**config.mk**
```make
export PLATFORM = sky130hd
export DESIGN_NAME = gpio_port_ctl
export DESIGN_NICKNAME = d
export VERILOG_FILES = /design/src/rtl/gpio_port_pkg.sv /design/src/rtl/gpio_pin_sync.sv /design/src/rtl/gpio_regbank.sv /design/src/rtl/gpio_pad_mux.sv /design/src/rtl/gpio_port_ctl.sv
export SDC_FILE = /design/constraint.sdc
export NUM_CORES = 1
export LEC_CHECK = 0
export CORE_MARGIN = 2
export CORE_UTILIZATION = 35
export DETAILED_ROUTE_END_ITERATION = 10
export DONT_BUFFER_PORTS = 1
export RECOVER_POWER = 25
export SYNTH_ARGS = -nofsm -noshare
export SYNTH_HDL_FRONTEND = slang
export SYNTH_SLANG_ARGS = --single-unit
export TNS_END_PERCENT = 50
```
**constraint.sdc**
```tcl
create_clock -name clk -period 3.1 [get_ports clk]
set_input_delay 0.31 -clock clk [delete_from_list [all_inputs] [get_ports clk]]
set_output_delay 0.31 -clock clk [all_outputs]
set_load 0.1 [all_outputs]
```
**src/rtl/gpio_port_pkg.sv**
```systemverilog
package gpio_port_pkg;
    typedef enum logic [1:0] {
        ACC_IDLE  = 2'd0,
        ACC_WRITE = 2'd1,
        ACC_READ  = 2'd2
    } acc_state_t;

    localparam int unsigned RA_DATA  = 0;
    localparam int unsigned RA_INPUT = 1;
    localparam int unsigned RA_DIR   = 2;
    localparam int unsigned RA_PULL  = 3;
    localparam int unsigned RA_POL   = 4;
    localparam int unsigned RA_IEN   = 5;
    localparam int unsigned RA_FLAG  = 6;
    localparam int unsigned RA_WOM   = 7;
endpackage

```
**src/rtl/gpio_pin_sync.sv**
```systemverilog
module gpio_pin_sync #(
    parameter int NPINS = 8
) (
    input  logic             clk,
    input  logic             rst_n,
    input  logic [NPINS-1:0] pin_in,
    input  logic [NPINS-1:0] pol,
    output logic [NPINS-1:0] pin_sync,
    output logic [NPINS-1:0] edge_hit
);
    logic [NPINS-1:0] meta_q;
    logic [NPINS-1:0] sync_q;
    logic [NPINS-1:0] last_q;

    always_ff @(posedge clk or negedge rst_n) begin
        if (!rst_n) begin
            meta_q <= '0;
            sync_q <= '0;
            last_q <= '0;
        end else begin
            meta_q <= pin_in;
            sync_q <= meta_q;
            last_q <= sync_q;
        end
    end

    assign pin_sync = sync_q;

    // per-pin edge selection: polarity 1 = rising, 0 = falling
    for (genvar i = 0; i < NPINS; i++) begin : g_edge
        always_comb begin
            if (pol[i]) edge_hit[i] = sync_q[i] & ~last_q[i];
            else        edge_hit[i] = ~sync_q[i] & last_q[i];
        end
    end
endmodule

```
**src/rtl/gpio_regbank.sv**
```systemverilog
module gpio_regbank
    import gpio_port_pkg::*;
#(
    parameter int               NPINS     = 8,
    parameter logic [NPINS-1:0] IMPL_MASK = '1,
    parameter bit               IRQ_CAP   = 1'b1,
    parameter bit               WOM_CAP   = 1'b1,
    parameter int               ADDR_W    = 3
) (
    input  logic              clk,
    input  logic              rst_n,
    input  logic              bus_req,
    input  logic              bus_wr,
    input  logic [ADDR_W-1:0] bus_addr,
    input  logic [NPINS-1:0]  bus_wdata,
    output logic [NPINS-1:0]  bus_rdata,
    input  logic [NPINS-1:0]  pin_sync,
    input  logic [NPINS-1:0]  edge_hit,
    output logic [NPINS-1:0]  data_q,
    output logic [NPINS-1:0]  dir_q,
    output logic [NPINS-1:0]  pull_q,
    output logic [NPINS-1:0]  pol_q,
    output logic [NPINS-1:0]  ien_q,
    output logic [NPINS-1:0]  flag_q,
    output logic [NPINS-1:0]  wom_q
);
    localparam logic [NPINS-1:0] IRQ_M = IRQ_CAP ? IMPL_MASK : '0;
    localparam logic [NPINS-1:0] WOM_M = WOM_CAP ? IMPL_MASK : '0;

    acc_state_t        state, state_nx;
    logic [ADDR_W-1:0] addr_q;
    logic [NPINS-1:0]  wdata_q;

    logic we_data, we_dir, we_pull, we_pol, we_ien, we_flag, we_wom;
    logic [NPINS-1:0] rd_word;

    // next-state selection
    always_comb begin
        if (!bus_req)    state_nx = ACC_IDLE;
        else if (bus_wr) state_nx = ACC_WRITE;
        else             state_nx = ACC_READ;
    end

    // state register and request capture
    always_ff @(posedge clk or negedge rst_n) begin
        if (!rst_n) begin
            state   <= ACC_IDLE;
            addr_q  <= '0;
            wdata_q <= '0;
        end else begin
            state <= state_nx;
            if (bus_req) begin
                addr_q  <= bus_addr;
                wdata_q <= bus_wdata;
            end
        end
    end

    // read selection
    always_comb begin
        case (addr_q)
            ADDR_W'(RA_DATA):  rd_word = (dir_q & data_q) | (~dir_q & pin_sync);
            ADDR_W'(RA_INPUT): rd_word = pin_sync;
            ADDR_W'(RA_DIR):   rd_word = dir_q;
            ADDR_W'(RA_PULL):  rd_word = pull_q;
            ADDR_W'(RA_POL):   rd_word = pol_q;
            ADDR_W'(RA_IEN):   rd_word = ien_q;
            ADDR_W'(RA_FLAG):  rd_word = flag_q;
            ADDR_W'(RA_WOM):   rd_word = wom_q;
            default:           rd_word = '0;
        endcase
    end

    // outputs of the access FSM
    always_comb begin
        we_data   = 1'b0;
        we_dir    = 1'b0;
        we_pull   = 1'b0;
        we_pol    = 1'b0;
        we_ien    = 1'b0;
        we_flag   = 1'b0;
        we_wom    = 1'b0;
        bus_rdata = '0;
        unique case (state)
            ACC_IDLE: ;
            ACC_WRITE: begin
                case (addr_q)
                    ADDR_W'(RA_DATA): we_data = 1'b1;
                    ADDR_W'(RA_DIR):  we_dir  = 1'b1;
                    ADDR_W'(RA_PULL): we_pull = 1'b1;
                    ADDR_W'(RA_POL):  we_pol  = 1'b1;
                    ADDR_W'(RA_IEN):  we_ien  = 1'b1;
                    ADDR_W'(RA_FLAG): we_flag = 1'b1;
                    ADDR_W'(RA_WOM):  we_wom  = 1'b1;
                    default: ;
                endcase
            end
            ACC_READ: bus_rdata = rd_word & IMPL_MASK;
            default: ;
        endcase
    end

    // configuration storage
    always_ff @(posedge clk or negedge rst_n) begin
        if (!rst_n) begin
            data_q <= '0;
            dir_q  <= '0;
            pull_q <= '0;
            pol_q  <= '0;
            ien_q  <= '0;
            wom_q  <= '0;
        end else begin
            if (we_data) data_q <= wdata_q & IMPL_MASK;
            if (we_dir)  dir_q  <= wdata_q & IMPL_MASK;
            if (we_pull) pull_q <= wdata_q & IMPL_MASK;
            if (we_pol)  pol_q  <= wdata_q & IMPL_MASK;
            if (we_ien)  ien_q  <= wdata_q & IRQ_M;
            if (we_wom)  wom_q  <= wdata_q & WOM_M;
        end
    end

    // flags: an edge sets, writing one clears, setting wins
    always_ff @(posedge clk or negedge rst_n) begin
        if (!rst_n) begin
            flag_q <= '0;
        end else begin
            flag_q <= ((flag_q & ~(we_flag ? wdata_q : '0)) | edge_hit) & IRQ_M;
        end
    end
endmodule

```
**src/rtl/gpio_pad_mux.sv**
```systemverilog
module gpio_pad_mux #(
    parameter int               NPINS     = 8,
    parameter logic [NPINS-1:0] IMPL_MASK = '1,
    parameter bit               IRQ_CAP   = 1'b1
) (
    input  logic [NPINS-1:0] data_q,
    input  logic [NPINS-1:0] dir_q,
    input  logic [NPINS-1:0] pull_q,
    input  logic [NPINS-1:0] pol_q,
    input  logic [NPINS-1:0] wom_q,
    input  logic [NPINS-1:0] periph_own,
    input  logic [NPINS-1:0] periph_out,
    input  logic [NPINS-1:0] periph_dir,
    output logic [NPINS-1:0] pad_out,
    output logic [NPINS-1:0] pad_oe,
    output logic [NPINS-1:0] pad_pull_en,
    output logic [NPINS-1:0] pad_pull_up
);
    logic [NPINS-1:0] eff_dat;
    logic [NPINS-1:0] eff_dir;
    logic [NPINS-1:0] push_pull;

    always_comb begin
        eff_dat   = (periph_own & periph_out) | (~periph_own & data_q);
        eff_dir   = (periph_own & periph_dir) | (~periph_own & dir_q);
        push_pull = eff_dir & ~wom_q;
        pad_out     = eff_dat & ~wom_q & IMPL_MASK;
        pad_oe      = eff_dir & ~(wom_q & eff_dat) & IMPL_MASK;
        pad_pull_en = pull_q & ~push_pull & IMPL_MASK;
    end

    if (IRQ_CAP) begin : g_edge_pol
        assign pad_pull_up = ~pol_q & IMPL_MASK;
    end else begin : g_pull_pol
        assign pad_pull_up = pol_q & IMPL_MASK;
    end
endmodule

```
**src/rtl/gpio_port_ctl.sv**
```systemverilog
module gpio_port_ctl #(
    parameter int               NPINS     = 8,
    parameter logic [NPINS-1:0] IMPL_MASK = '1,
    parameter bit               IRQ_CAP   = 1'b1,
    parameter bit               WOM_CAP   = 1'b1,
    parameter int               ADDR_W    = 3
) (
    input  logic              clk,
    input  logic              rst_n,
    input  logic              bus_req,
    input  logic              bus_wr,
    input  logic [ADDR_W-1:0] bus_addr,
    input  logic [NPINS-1:0]  bus_wdata,
    output logic [NPINS-1:0]  bus_rdata,
    input  logic [NPINS-1:0]  pin_in,
    input  logic [NPINS-1:0]  periph_own,
    input  logic [NPINS-1:0]  periph_out,
    input  logic [NPINS-1:0]  periph_dir,
    output logic [NPINS-1:0]  pad_out,
    output logic [NPINS-1:0]  pad_oe,
    output logic [NPINS-1:0]  pad_pull_en,
    output logic [NPINS-1:0]  pad_pull_up,
    output logic              irq
);
    logic [NPINS-1:0] pin_sync, edge_hit;
    logic [NPINS-1:0] data_q, dir_q, pull_q, pol_q, ien_q, flag_q, wom_q;

    gpio_pin_sync #(.NPINS(NPINS)) u_sync (
        .clk      (clk),
        .rst_n    (rst_n),
        .pin_in   (pin_in),
        .pol      (pol_q),
        .pin_sync (pin_sync),
        .edge_hit (edge_hit)
    );

    gpio_regbank #(
        .NPINS(NPINS), .IMPL_MASK(IMPL_MASK), .IRQ_CAP(IRQ_CAP),
        .WOM_CAP(WOM_CAP), .ADDR_W(ADDR_W)
    ) u_regs (
        .clk       (clk),
        .rst_n     (rst_n),
        .bus_req   (bus_req),
        .bus_wr    (bus_wr),
        .bus_addr  (bus_addr),
        .bus_wdata (bus_wdata),
        .bus_rdata (bus_rdata),
        .pin_sync  (pin_sync),
        .edge_hit  (edge_hit),
        .data_q    (data_q),
        .dir_q     (dir_q),
        .pull_q    (pull_q),
        .pol_q     (pol_q),
        .ien_q     (ien_q),
        .flag_q    (flag_q),
        .wom_q     (wom_q)
    );

    gpio_pad_mux #(
        .NPINS(NPINS), .IMPL_MASK(IMPL_MASK), .IRQ_CAP(IRQ_CAP)
    ) u_pads (
        .data_q      (data_q),
        .dir_q       (dir_q),
        .pull_q      (pull_q),
        .pol_q       (pol_q),
        .wom_q       (wom_q),
        .periph_own  (periph_own),
        .periph_out  (periph_out),
        .periph_dir  (periph_dir),
        .pad_out     (pad_out),
        .pad_oe      (pad_oe),
        .pad_pull_en (pad_pull_en),
        .pad_pull_up (pad_pull_up)
    );

    assign irq = |(flag_q & ien_q);
endmodule

```
==> impl_metrics.env <==
export IMPL_hold_viol_final=0
export IMPL_cp_required_ns=2.79
export IMPL_grt_max_degree=94
export IMPL_rrSetupSlack_ns=0.89
export IMPL_gp_congestion=0.843
export IMPL_via_per_inst=5.48
export IMPL_cp_endpoint="bus_rdata[2]"
export IMPL_cts_buffers=9
export IMPL_clk_pin_slew_ns=0.06
export IMPL_vias=3305
export IMPL_cp_max_fo=20
export IMPL_period_share=0.861
export IMPL_rsz0062_at_grt="no"
export IMPL_coreArea_um2=12600
export IMPL_worstHoldPathType="in2reg"
export IMPL_r2r_cells=3
export IMPL_drtPass1Iterations=5
export IMPL_final_setup_tns_ns=0
export IMPL_cp_start_kind="flip-flop"
export IMPL_drc=0
export IMPL_period_minus_slack_ns=2.67
export IMPL_syn_inst=391
export IMPL_start_util=0.360
export IMPL_antenna_found_initial=1
export IMPL_synthTopCellsByCount="dfrtp_1, mux2_2, nand2_1"
export IMPL_synth_seq_cells=93
export IMPL_top_layer="met5"
export IMPL_setup_viol=0
export IMPL_grt_pass1_vias=3266
export IMPL_die_area_um2=13900
export IMPL_cts_hold_buf=10
export IMPL_grt_pass1_wl_mm=18.0
export IMPL_die_w_um=118
export IMPL_yosysWarnings=0
export IMPL_synthArstFlopShare=1.00
export IMPL_syn2layout_area_growth_pct=18.4
export IMPL_post_dp_hpwl_mm=7.88
export IMPL_seqCellArea_um2=2330
export IMPL_pwr_density_cell_nw_per_um2=892
export IMPL_met1_length_mm=5.17
export IMPL_cts_resized=0
export IMPL_yosysMostFrequentCell="dfrtp_1"
export IMPL_ys_types=32
export IMPL_drtAntennaViolNets=0
export IMPL_h_tree_depth=3
export IMPL_row_count=41
export IMPL_wl_per_cell_um=18.9
export IMPL_worst_pin_slew_ns=2.04
export IMPL_holdWs_ns=0.0231
export IMPL_synth_top_area_share=0.512
export IMPL_cap_violations=1
export IMPL_yosysSeqAreaShare=0.512
export IMPL_peakVddDrop_mv=0.469
export IMPL_avgSynthCellArea_um2=11.6
export IMPL_root_buffer="clkbuf_16"
export IMPL_fin_cells=603
export IMPL_drv_slew=94
export IMPL_fin_worst_skew_ns=0.00738
export IMPL_fillCellCount=1222
export IMPL_clockBufferDepth=2
export IMPL_pin_count=88
export IMPL_grt_usage=0.168
export IMPL_dp_cells=578
export IMPL_startpoint="u_regs.addr_q[0]"
export IMPL_port_buffers=0
export IMPL_yosys_area_top_type="dfrtp_1"
export IMPL_cp_arrival_ns=2.36
export IMPL_drive_gt1_frac=0.348
export IMPL_post_cts_buffers=0
export IMPL_cts_tree="yes"
export IMPL_dr_first_iter_drc_count=255
export IMPL_violations="max-capacitance violations, max-slew violations"
export IMPL_grt_overflow_total=0
export IMPL_p_leak_nw=2.31
export IMPL_endpoint_kind="output port"
export IMPL_clock_latency_ns=0.34
export IMPL_synth_fp_nets=438
export IMPL_fin_nets=474
export IMPL_synth_top_cells_by_area="dfrtp_1, mux2_2, mux2i_1"
export IMPL_multiInputGateArea_um2=2180
export IMPL_n_antenna_cell=0
export IMPL_max_slew_margin=-0.358
export IMPL_synth_main_ff_cell="dfrtp_1"
export IMPL_synth_edf_count=0
export IMPL_crit_type="reg2out"
export IMPL_final_util=0.426
export IMPL_die_h_um=118
export IMPL_rr_startpoint="u_regs.addr_q[0]"
export IMPL_status="finished with violations"
export IMPL_routed_wl_mm=11.4
export IMPL_wl_met2_mm=5.23
export IMPL_synthesis_area_um2=4540
export IMPL_reg2reg_to="u_regs.pull_q[7]"
export IMPL_cts_sinks=93
export IMPL_fmax_mhz=375
export IMPL_wl_met3_um=740
sequential cells by signal, summed over array words and instances, names as in the netlist:
register and flops:
u_regs.data_q 8, u_regs.dir_q 8, u_regs.flag_q 8, u_regs.ien_q 8, u_regs.pol_q 8, u_regs.pull_q 8
u_regs.wdata_q 8, u_regs.wom_q 8, u_sync.last_q 8, u_sync.meta_q 8, u_sync.pin_sync 8, u_regs.addr_q 3
u_regs.state 2
critical path, stage by stage (launching register included):
cell     delay [ns]
dfrtp_1        0.75
buf_4          0.33
mux2_2         0.36
a22oi_1        0.18
a31oi_2        0.14
buf_4          0.25
kinds of logic (layout without fill, tap and decap cells):
kind of cell | count (synthesis) | in the layout | synth area share
and+or+nand+nor | 114 | 114 | 0.127
DFF | 93 | 93 | 0.512
muxes | 91 | 91 | 0.228
AOI/OAI and AO/OA | 67 | 67 | 0.105
buffers and inverters | 26 | 66 | 0.0284
layer usage:
metal	global-route usage	up-vias
li1	-	1496
met1	0.227	1679
met2	0.257	108
met3	0.0489	20
met5	0	-
met4	0.0633	2
stage by stage:
stage               power [mW]  instance area (um2)  setup WS, ns
CTS                       4.83                 5400         0.404
finish                    4.79                 5380         0.431
global route              5.01                 5380         0.329
global placement          3.73                 5000         0.813
detailed placement        3.76                 5000         0.777
floorplan                 3.39                 4560       -0.0513
area by class of cell:
class	instances	share of cell area
Timing Repair Buffer	43	0.0638
Tap cell	172	0.0400
Sequential cell	93	0.433
Multi-Input combinational cell	272	0.406
Clock inverter	3	0.00396
Inverter	8	0.00558
Clock buffer	12	0.0477
worst min path at each step:
stage / start / end / slack [ns] / cells after the start
after global routing: bus_wr / u_regs.state[1] / 0.02 / 1
after CTS: bus_wr / u_regs.state[1] / 0.01 / 1
after floorplan: rst_n / u_regs.addr_q[0] / 0.01 / 0
after global placement: rst_n / u_regs.wdata_q[6] / 0.02 / 0
final: bus_wr / u_regs.state[1] / 0.02 / 1
after detailed placement: rst_n / u_regs.wdata_q[6] / 0.02 / 0
placed cells by master (no fill, tap or decap), drive strengths merged:
master       Yosys  routed
o32a             1       1
inv              8       8
dfrtp           93      93
a21o             1       1
nor2b            6       6
and3b            5       5
o21a             8       8
or3              1       1
buf             12      34
nand3           15      15
nand4            1       1
dlygate4sd3      0       9
a221o           15      15
mux2            74      74
a31oi            8       8
nor2            25      25
a22oi           11      11
and3             9       9
nor3b            9       9
clkbuf           6      12
and2b            1       1
nand3b           2       2
mux2i           17      17
clkinv           0       2
clkinvlp         0       1
and2             1       1
o21ai           23      23
nand2           39      39
where the power goes:
group	internal, mW	leakage [nW]	switching (mW)
combinational	0.553	1.07	1.41
clock	0.583	0.135	0.438
sequential	1.48	1.10	0.334
Power figures use the tool's default switching activity.
